$ cat src/rtl/ptw_pkg.sv
package ptw_pkg;

    typedef enum logic [2:0] {
        IDLE     = 3'd0,
        READ_PDE = 3'd1,
        WAIT_PDE = 3'd2,
        READ_PTE = 3'd3,
        WAIT_PTE = 3'd4,
        DONE     = 3'd5
    } walk_state_e;

    typedef enum logic [1:0] {
        ACC_READ  = 2'd0,
        ACC_WRITE = 2'd1,
        ACC_FETCH = 2'd2,
        ACC_NONE  = 2'd3
    } acc_kind_e;

    typedef enum logic [1:0] {
        FLT_NONE = 2'd0,
        FLT_DIR  = 2'd1,
        FLT_LEAF = 2'd2,
        FLT_PERM = 2'd3
    } fault_e;

    localparam int unsigned FLAG_PRESENT = 0;
    localparam int unsigned FLAG_READ    = 1;
    localparam int unsigned FLAG_WRITE   = 2;
    localparam int unsigned FLAG_FETCH   = 3;

endpackage

$ cat src/rtl/ptw_entry_decode.sv
module ptw_entry_decode #(
    parameter int unsigned ADDR_W = 32,
    parameter int unsigned OFF_W  = 12,
    localparam int unsigned FRAME_W = ADDR_W - OFF_W
) (
    input  logic [ADDR_W-1:0]  entry,
    output logic               present,
    output logic               can_read,
    output logic               can_write,
    output logic               can_fetch,
    output logic [FRAME_W-1:0] frame
);
    import ptw_pkg::*;

    always_comb begin
        present   = entry[FLAG_PRESENT];
        can_read  = entry[FLAG_READ];
        can_write = entry[FLAG_WRITE];
        can_fetch = entry[FLAG_FETCH];
        frame     = entry[ADDR_W-1:OFF_W];
    end
endmodule

$ cat src/rtl/ptw_perm_check.sv
module ptw_perm_check (
    input  ptw_pkg::acc_kind_e acc,
    input  logic               can_read,
    input  logic               can_write,
    input  logic               can_fetch,
    output logic               allowed
);
    import ptw_pkg::*;

    always_comb begin
        unique case (acc)
            ACC_READ:  allowed = can_read;
            ACC_WRITE: allowed = can_write;
            ACC_FETCH: allowed = can_fetch;
            ACC_NONE:  allowed = 1'b0;
            default:   allowed = 1'b0;
        endcase
    end
endmodule

$ cat src/rtl/ptw_entry_addr.sv
module ptw_entry_addr #(
    parameter int unsigned ADDR_W  = 32,
    parameter int unsigned IDX_W   = 10,
    parameter int unsigned ENT_LOG = 2
) (
    input  logic [ADDR_W-1:0] table_base,
    input  logic [IDX_W-1:0]  index,
    output logic [ADDR_W-1:0] entry_addr
);
    localparam int unsigned SCALED_W = IDX_W + ENT_LOG;

    logic [SCALED_W-1:0] scaled;

    always_comb begin
        scaled     = {index, {ENT_LOG{1'b0}}};
        entry_addr = table_base + ADDR_W'(scaled);
    end
endmodule

$ cat src/rtl/ptw_walker.sv
module ptw_walker #(
    parameter int unsigned ADDR_W  = 32,
    parameter int unsigned OFF_W   = 12,
    parameter int unsigned LEAF_W  = 10,
    parameter int unsigned ENT_LOG = 2
) (
    input  logic              clk,
    input  logic              rst,
    input  logic              req_valid,
    output logic              req_ready,
    input  logic [ADDR_W-1:0] req_vaddr,
    input  logic [1:0]        req_acc,
    input  logic [ADDR_W-1:0] root_base,
    output logic              mem_req_valid,
    input  logic              mem_req_ready,
    output logic [ADDR_W-1:0] mem_req_addr,
    input  logic              mem_rsp_valid,
    input  logic [ADDR_W-1:0] mem_rsp_data,
    output logic              done,
    output logic [1:0]        fault,
    output logic [ADDR_W-1:0] paddr
);
    import ptw_pkg::*;

    localparam int unsigned FRAME_W = ADDR_W - OFF_W;
    localparam int unsigned DIR_W   = ADDR_W - OFF_W - LEAF_W;
    localparam int unsigned IDX_W   = (DIR_W > LEAF_W) ? DIR_W : LEAF_W;

    walk_state_e         state_q, state_d;
    logic [ADDR_W-1:0]   vaddr_q;
    acc_kind_e           acc_q;
    logic [ADDR_W-1:0]   root_q;
    logic [FRAME_W-1:0]  leaf_tbl_q;
    fault_e              fault_q;
    logic [ADDR_W-1:0]   paddr_q;

    logic                ent_present, ent_rd, ent_wr, ent_fx;
    logic [FRAME_W-1:0]  ent_frame;
    logic                access_ok;
    logic                leaf_phase;
    logic [ADDR_W-1:0]   walk_base;
    logic [IDX_W-1:0]    walk_idx;
    logic [DIR_W-1:0]    dir_idx;
    logic [LEAF_W-1:0]   leaf_idx;

    ptw_entry_decode #(
        .ADDR_W (ADDR_W),
        .OFF_W  (OFF_W)
    ) u_decode (
        .entry     (mem_rsp_data),
        .present   (ent_present),
        .can_read  (ent_rd),
        .can_write (ent_wr),
        .can_fetch (ent_fx),
        .frame     (ent_frame)
    );

    ptw_perm_check u_perm (
        .acc       (acc_q),
        .can_read  (ent_rd),
        .can_write (ent_wr),
        .can_fetch (ent_fx),
        .allowed   (access_ok)
    );

    always_comb begin
        dir_idx    = vaddr_q[ADDR_W-1:OFF_W+LEAF_W];
        leaf_idx   = vaddr_q[OFF_W+LEAF_W-1:OFF_W];
        leaf_phase = (state_q == READ_PTE) || (state_q == WAIT_PTE);
        walk_base  = leaf_phase ? {leaf_tbl_q, {OFF_W{1'b0}}} : root_q;
        walk_idx   = leaf_phase ? IDX_W'(leaf_idx) : IDX_W'(dir_idx);
    end

    ptw_entry_addr #(
        .ADDR_W  (ADDR_W),
        .IDX_W   (IDX_W),
        .ENT_LOG (ENT_LOG)
    ) u_addr (
        .table_base (walk_base),
        .index      (walk_idx),
        .entry_addr (mem_req_addr)
    );

    // State register
    always_ff @(posedge clk) begin
        if (rst) state_q <= IDLE;
        else     state_q <= state_d;
    end

    // Transitions
    always_comb begin
        state_d = state_q;
        unique case (state_q)
            IDLE:     if (req_valid)     state_d = READ_PDE;
            READ_PDE: if (mem_req_ready) state_d = WAIT_PDE;
            WAIT_PDE: if (mem_rsp_valid) state_d = ent_present ? READ_PTE : DONE;
            READ_PTE: if (mem_req_ready) state_d = WAIT_PTE;
            WAIT_PTE: if (mem_rsp_valid) state_d = DONE;
            DONE:                        state_d = IDLE;
            default:                     state_d = IDLE;
        endcase
    end

    // Walk data and result registers
    always_ff @(posedge clk) begin
        if (rst) begin
            vaddr_q    <= '0;
            acc_q      <= ACC_READ;
            root_q     <= '0;
            leaf_tbl_q <= '0;
            fault_q    <= FLT_NONE;
            paddr_q    <= '0;
        end else begin
            unique case (state_q)
                IDLE: begin
                    if (req_valid) begin
                        vaddr_q <= req_vaddr;
                        acc_q   <= acc_kind_e'(req_acc);
                        root_q  <= root_base;
                        fault_q <= FLT_NONE;
                        paddr_q <= '0;
                    end
                end
                WAIT_PDE: begin
                    if (mem_rsp_valid) begin
                        if (!ent_present) fault_q    <= FLT_DIR;
                        else              leaf_tbl_q <= ent_frame;
                    end
                end
                WAIT_PTE: begin
                    if (mem_rsp_valid) begin
                        if (!ent_present)    fault_q <= FLT_LEAF;
                        else if (!access_ok) fault_q <= FLT_PERM;
                        else                 paddr_q <= {ent_frame, vaddr_q[OFF_W-1:0]};
                    end
                end
                default: ;
            endcase
        end
    end

    always_comb begin
        req_ready     = (state_q == IDLE);
        mem_req_valid = (state_q == READ_PDE) || (state_q == READ_PTE);
        done          = (state_q == DONE);
        fault         = done ? fault_q : FLT_NONE;
        paddr         = done ? paddr_q : '0;
    end
endmodule

$ cat config.mk
export PLATFORM = sky130hd
export DESIGN_NAME = ptw_walker
export DESIGN_NICKNAME = d
export VERILOG_FILES = /design/src/rtl/ptw_pkg.sv /design/src/rtl/ptw_entry_decode.sv /design/src/rtl/ptw_perm_check.sv /design/src/rtl/ptw_entry_addr.sv /design/src/rtl/ptw_walker.sv
export SDC_FILE = /design/constraint.sdc
export NUM_CORES = 1
export LEC_CHECK = 0
export BUFFER_PORTS_ARGS = -buffer_cell sky130_fd_sc_hd__buf_2
export CAP_MARGIN = 20
export CORE_MARGIN = 5
export CORE_UTILIZATION = 54
export CTS_BUF_LIST = sky130_fd_sc_hd__clkbuf_4 sky130_fd_sc_hd__clkbuf_8 sky130_fd_sc_hd__clkbuf_16
export CTS_CLUSTER_DIAMETER = 80
export DETAILED_ROUTE_END_ITERATION = 8
export PLACE_DENSITY = 0.82
export SYNTH_ARGS = -nofsm -noshare
export SYNTH_HDL_FRONTEND = slang
export SYNTH_SLANG_ARGS = --single-unit
export TNS_END_PERCENT = 5
$ cat constraint.sdc
create_clock -name clk -period 12.6 [get_ports clk]
set_clock_uncertainty 0.2 [all_clocks]
set_input_delay 0.63 -clock clk [delete_from_list [all_inputs] [get_ports clk]]
set_output_delay 0.63 -clock clk [all_outputs]
set_load 0.005 [all_outputs]
==> flow_metrics.py <==
metrics = {
    "power_and_ir_drop": {
        "p_leak_nw": 3.40,
        "ir_drop_v": 0.0000922,
        "power_density_mw_per_mm2": 140,
    },
    "synth": {
        "synth-edff-count": 0,
        "yosys.cell_types.count": 50,
        "netlist_area_sq_mm": 0.00644,
        "synth_ff_type": "dfxtp_1",
        "synth.avg_cell_area_sq_um": 7.37,
        "netlist.area_leader.share": 0.382,
        "synth_cells": 874,
        "synth_warnings": 0,
        "seq_area_frac_synth": 0.382,
        "synth_top_area_cell": "dfxtp_1",
        "synth_seq_cells": 123,
        "synthesis.nets": 988,
        "ys_async_sr_fraction": 0,
        "ys_top_cells_by_area": "dfxtp_1, nand2_1, a21oi_1",
    },
    "clocking": {
        "holdBufCountCts": 0,
        "htreeDepth": 4,
        "path_clk_slew_ns": 0.06,
        "cts_tree": "done",
        "clk_latency_ns": 0.41,
        "cts_resized": 0,
        "cts_setup_buffers": 0,
        "cts_root_buffer": "clkbuf_16",
        "cts_buffer_depth": 2,
        "clkSinkCount": 123,
        "cts-buffers-inserted": 17,
    },
    "routing": {
        "post-route-drc-count": 0,
        "post_drt_wl_per_cell_microns": 16.5,
        "ant_nets": 0,
        "num_vias": 6626,
        "first_pass_iters": 5,
        "drt_iter0_markers": 722,
        "routed_via_density": 5.75,
        "routed_wl_microns": 19000,
    },
    "floorplan": {
        "initial_core_util": 0.557,
        "chipWidth_microns": 119,
        "num_rows": 39,
        "die_h_microns": 119,
        "io_pins": 172,
        "core_area_sq_mm": 0.0116,
        "die-area_sq_mm": 0.0142,
    },
    "sta": {
        "fin_ws_ns": 6.70,
        "fin_crit_sh": 0.468,
        "finalSetupViolCount": 0,
        "final_max_slew_viol_count": 0,
        "hold_slack_ns": 0.250,
        "rsz0062_at_grt": "no",
        "fmax_mhz": 170,
        "hold_viol_final": 0,
        "max_slew.worst_pin.slew_ns": 0.937,
        "slew-limit-headroom": 0.368,
        "tns_ns": 0,
        "finalCriticalPeriod_ns": 5.90,
    },
    "finish": {
        "stdcell_count": 1153,
        "area_growth_syn_to_layout_pct": 22.8,
        "final_cell_mix": "nand2_1, buf_2, a21oi_1, dfxtp_1, and3_1",
        "fin_nets": 1111,
        "drive_above_1_share": 0.220,
        "layout_commonest_cell": "nand2_1",
        "antennaDiodeCount": 0,
        "final_cell_area_sq_mm": 0.00791,
    },
    "placement": {
        "place_inst": 1119,
        "placed_area_sq_mm": 0.00725,
        "place_congestion": 0.908,
        "hpwlAfterDp_microns": 12400,
        "place_ws_ns": 7.23,
        "io_buffers": 163,
    },
    "global_route": {
        "grt_pass1_wl_microns": 30200,
        "grt_pass1_vias": 6059,
        "grtUsageTotal": 0.258,
        "grt_overflow_total": 0,
        "grt_max_degree": 86,
        "antenna_found_initial": 0,
    },
    "critical_path": {
        "critPathRequiredTime_ns": 11.77,
        "arrival_ns": 5.07,
        "rrSetupSlack_ns": 9.45,
        "crit_path_end_kind": "primary output",
        "worstSetupStartpointType": "flip-flop",
        "cp_max_fo": 72,
        "worstSetupPathType": "flip-flop to primary output",
    },
    "hold_path": {
        "hp-class": "input pin to flip-flop",
    },
    "run": {
        "drv_cap": 0,
    },
    "status": {
        "status": "completed",
    },
}
-- registers in the layout, indices dropped and copies added, names as in the netlist --
name	flops
paddr_q	32
root_q	32
vaddr_q	32
leaf_tbl_q	20
state_q	3
acc_q	2
fault_q	2
-- logic make-up after synthesis --
group / after synthesis / share of synthesized area
AOI/OAI and AO/OA: 221 / 0.192
xor gates and xnor gates: 26 / 0.0353
adders and majority gates: 11 / 0.0225
buffers and inverters: 81 / 0.0507
DFF: 123 / 0.382
muxes: 8 / 0.0124
and+or+nand+nor: 404 / 0.305
-- cell usage after synthesis, types with 5 or more instances --
cell type,count
a21boi_0,5
a21oi_1,139
a221oi_1,7
a22oi_1,7
and2_1,15
and3_1,35
buf_2,9
clkbuf_1,57
dfxtp_1,123
ha_1,10
inv_1,8
mux2i_1,8
nand2_1,207
nand2b_1,33
nand3_1,16
nand4_1,32
nor2_1,22
nor2b_1,12
nor3_1,12
nor3b_1,5
o21ai_0,33
o22ai_1,8
xnor2_1,19
xor2_1,7
-- worst max-delay path, stage by stage (launching register included) --
cell and delay (ns):
dfxtp_2 0.32, buf_4 0.54, or3b_2 0.56, a21boi_2 0.18, buf_4 0.25, mux2i_1 0.37, inv_1 0.09, ha_1 0.30
a21oi_1 0.21, nor2_1 0.09, o211a_1 0.23, o311ai_1 0.48, or2_0 0.52, nor2_1 0.12, xor2_1 0.22, buf_2 0.15
-- final timing paths --
| kind | from | end | depth (start not counted) |
|---|---|---|---|
| max | state_q[2] | mem_req_addr[19] | 15 |
| min | req_vaddr[13] | vaddr_q[13] | 3 |
| max reg2reg | state_q[1] | leaf_tbl_q[16] | 7 |
| min reg2reg | root_q[1] | root_q[1] | 2 |
-- metal layers --
metal / global-route usage / wire length, microns / vias to the layer above
met4: 0.0702 / 323 / 0
met2: 0.406 / 8900 / 296
met3: 0.0602 / 1600 / 34
met1: 0.357 / 8150 / 3025
li1: - / - / 3271
met5: 0 / 0 / -
-- metrics by stage --
step / utilization / power [mW]
CTS: 0.683 / 1.11
detailed placement: 0.627 / 0.582
finish: 0.684 / 1.11
global route: 0.684 / 1.15
global placement: 0.626 / 0.580
floorplan: - / 0.527
-- layout make-up --
class                      count  area [sq um]
tap                          143           179
clock inverter                14           209
multi-input combinational    670          3670
sequential                   123          2460
inverter                      10          37.5
fill                         997          3660
timing repair buffer         175           913
clock buffer                  18           433
-- where the power goes --
part           switching, mW  internal, mW
clock                  0.192         0.339
sequential            0.0141         0.407
combinational         0.0962        0.0599
Note: power is estimated with default switching activity, not from simulation.
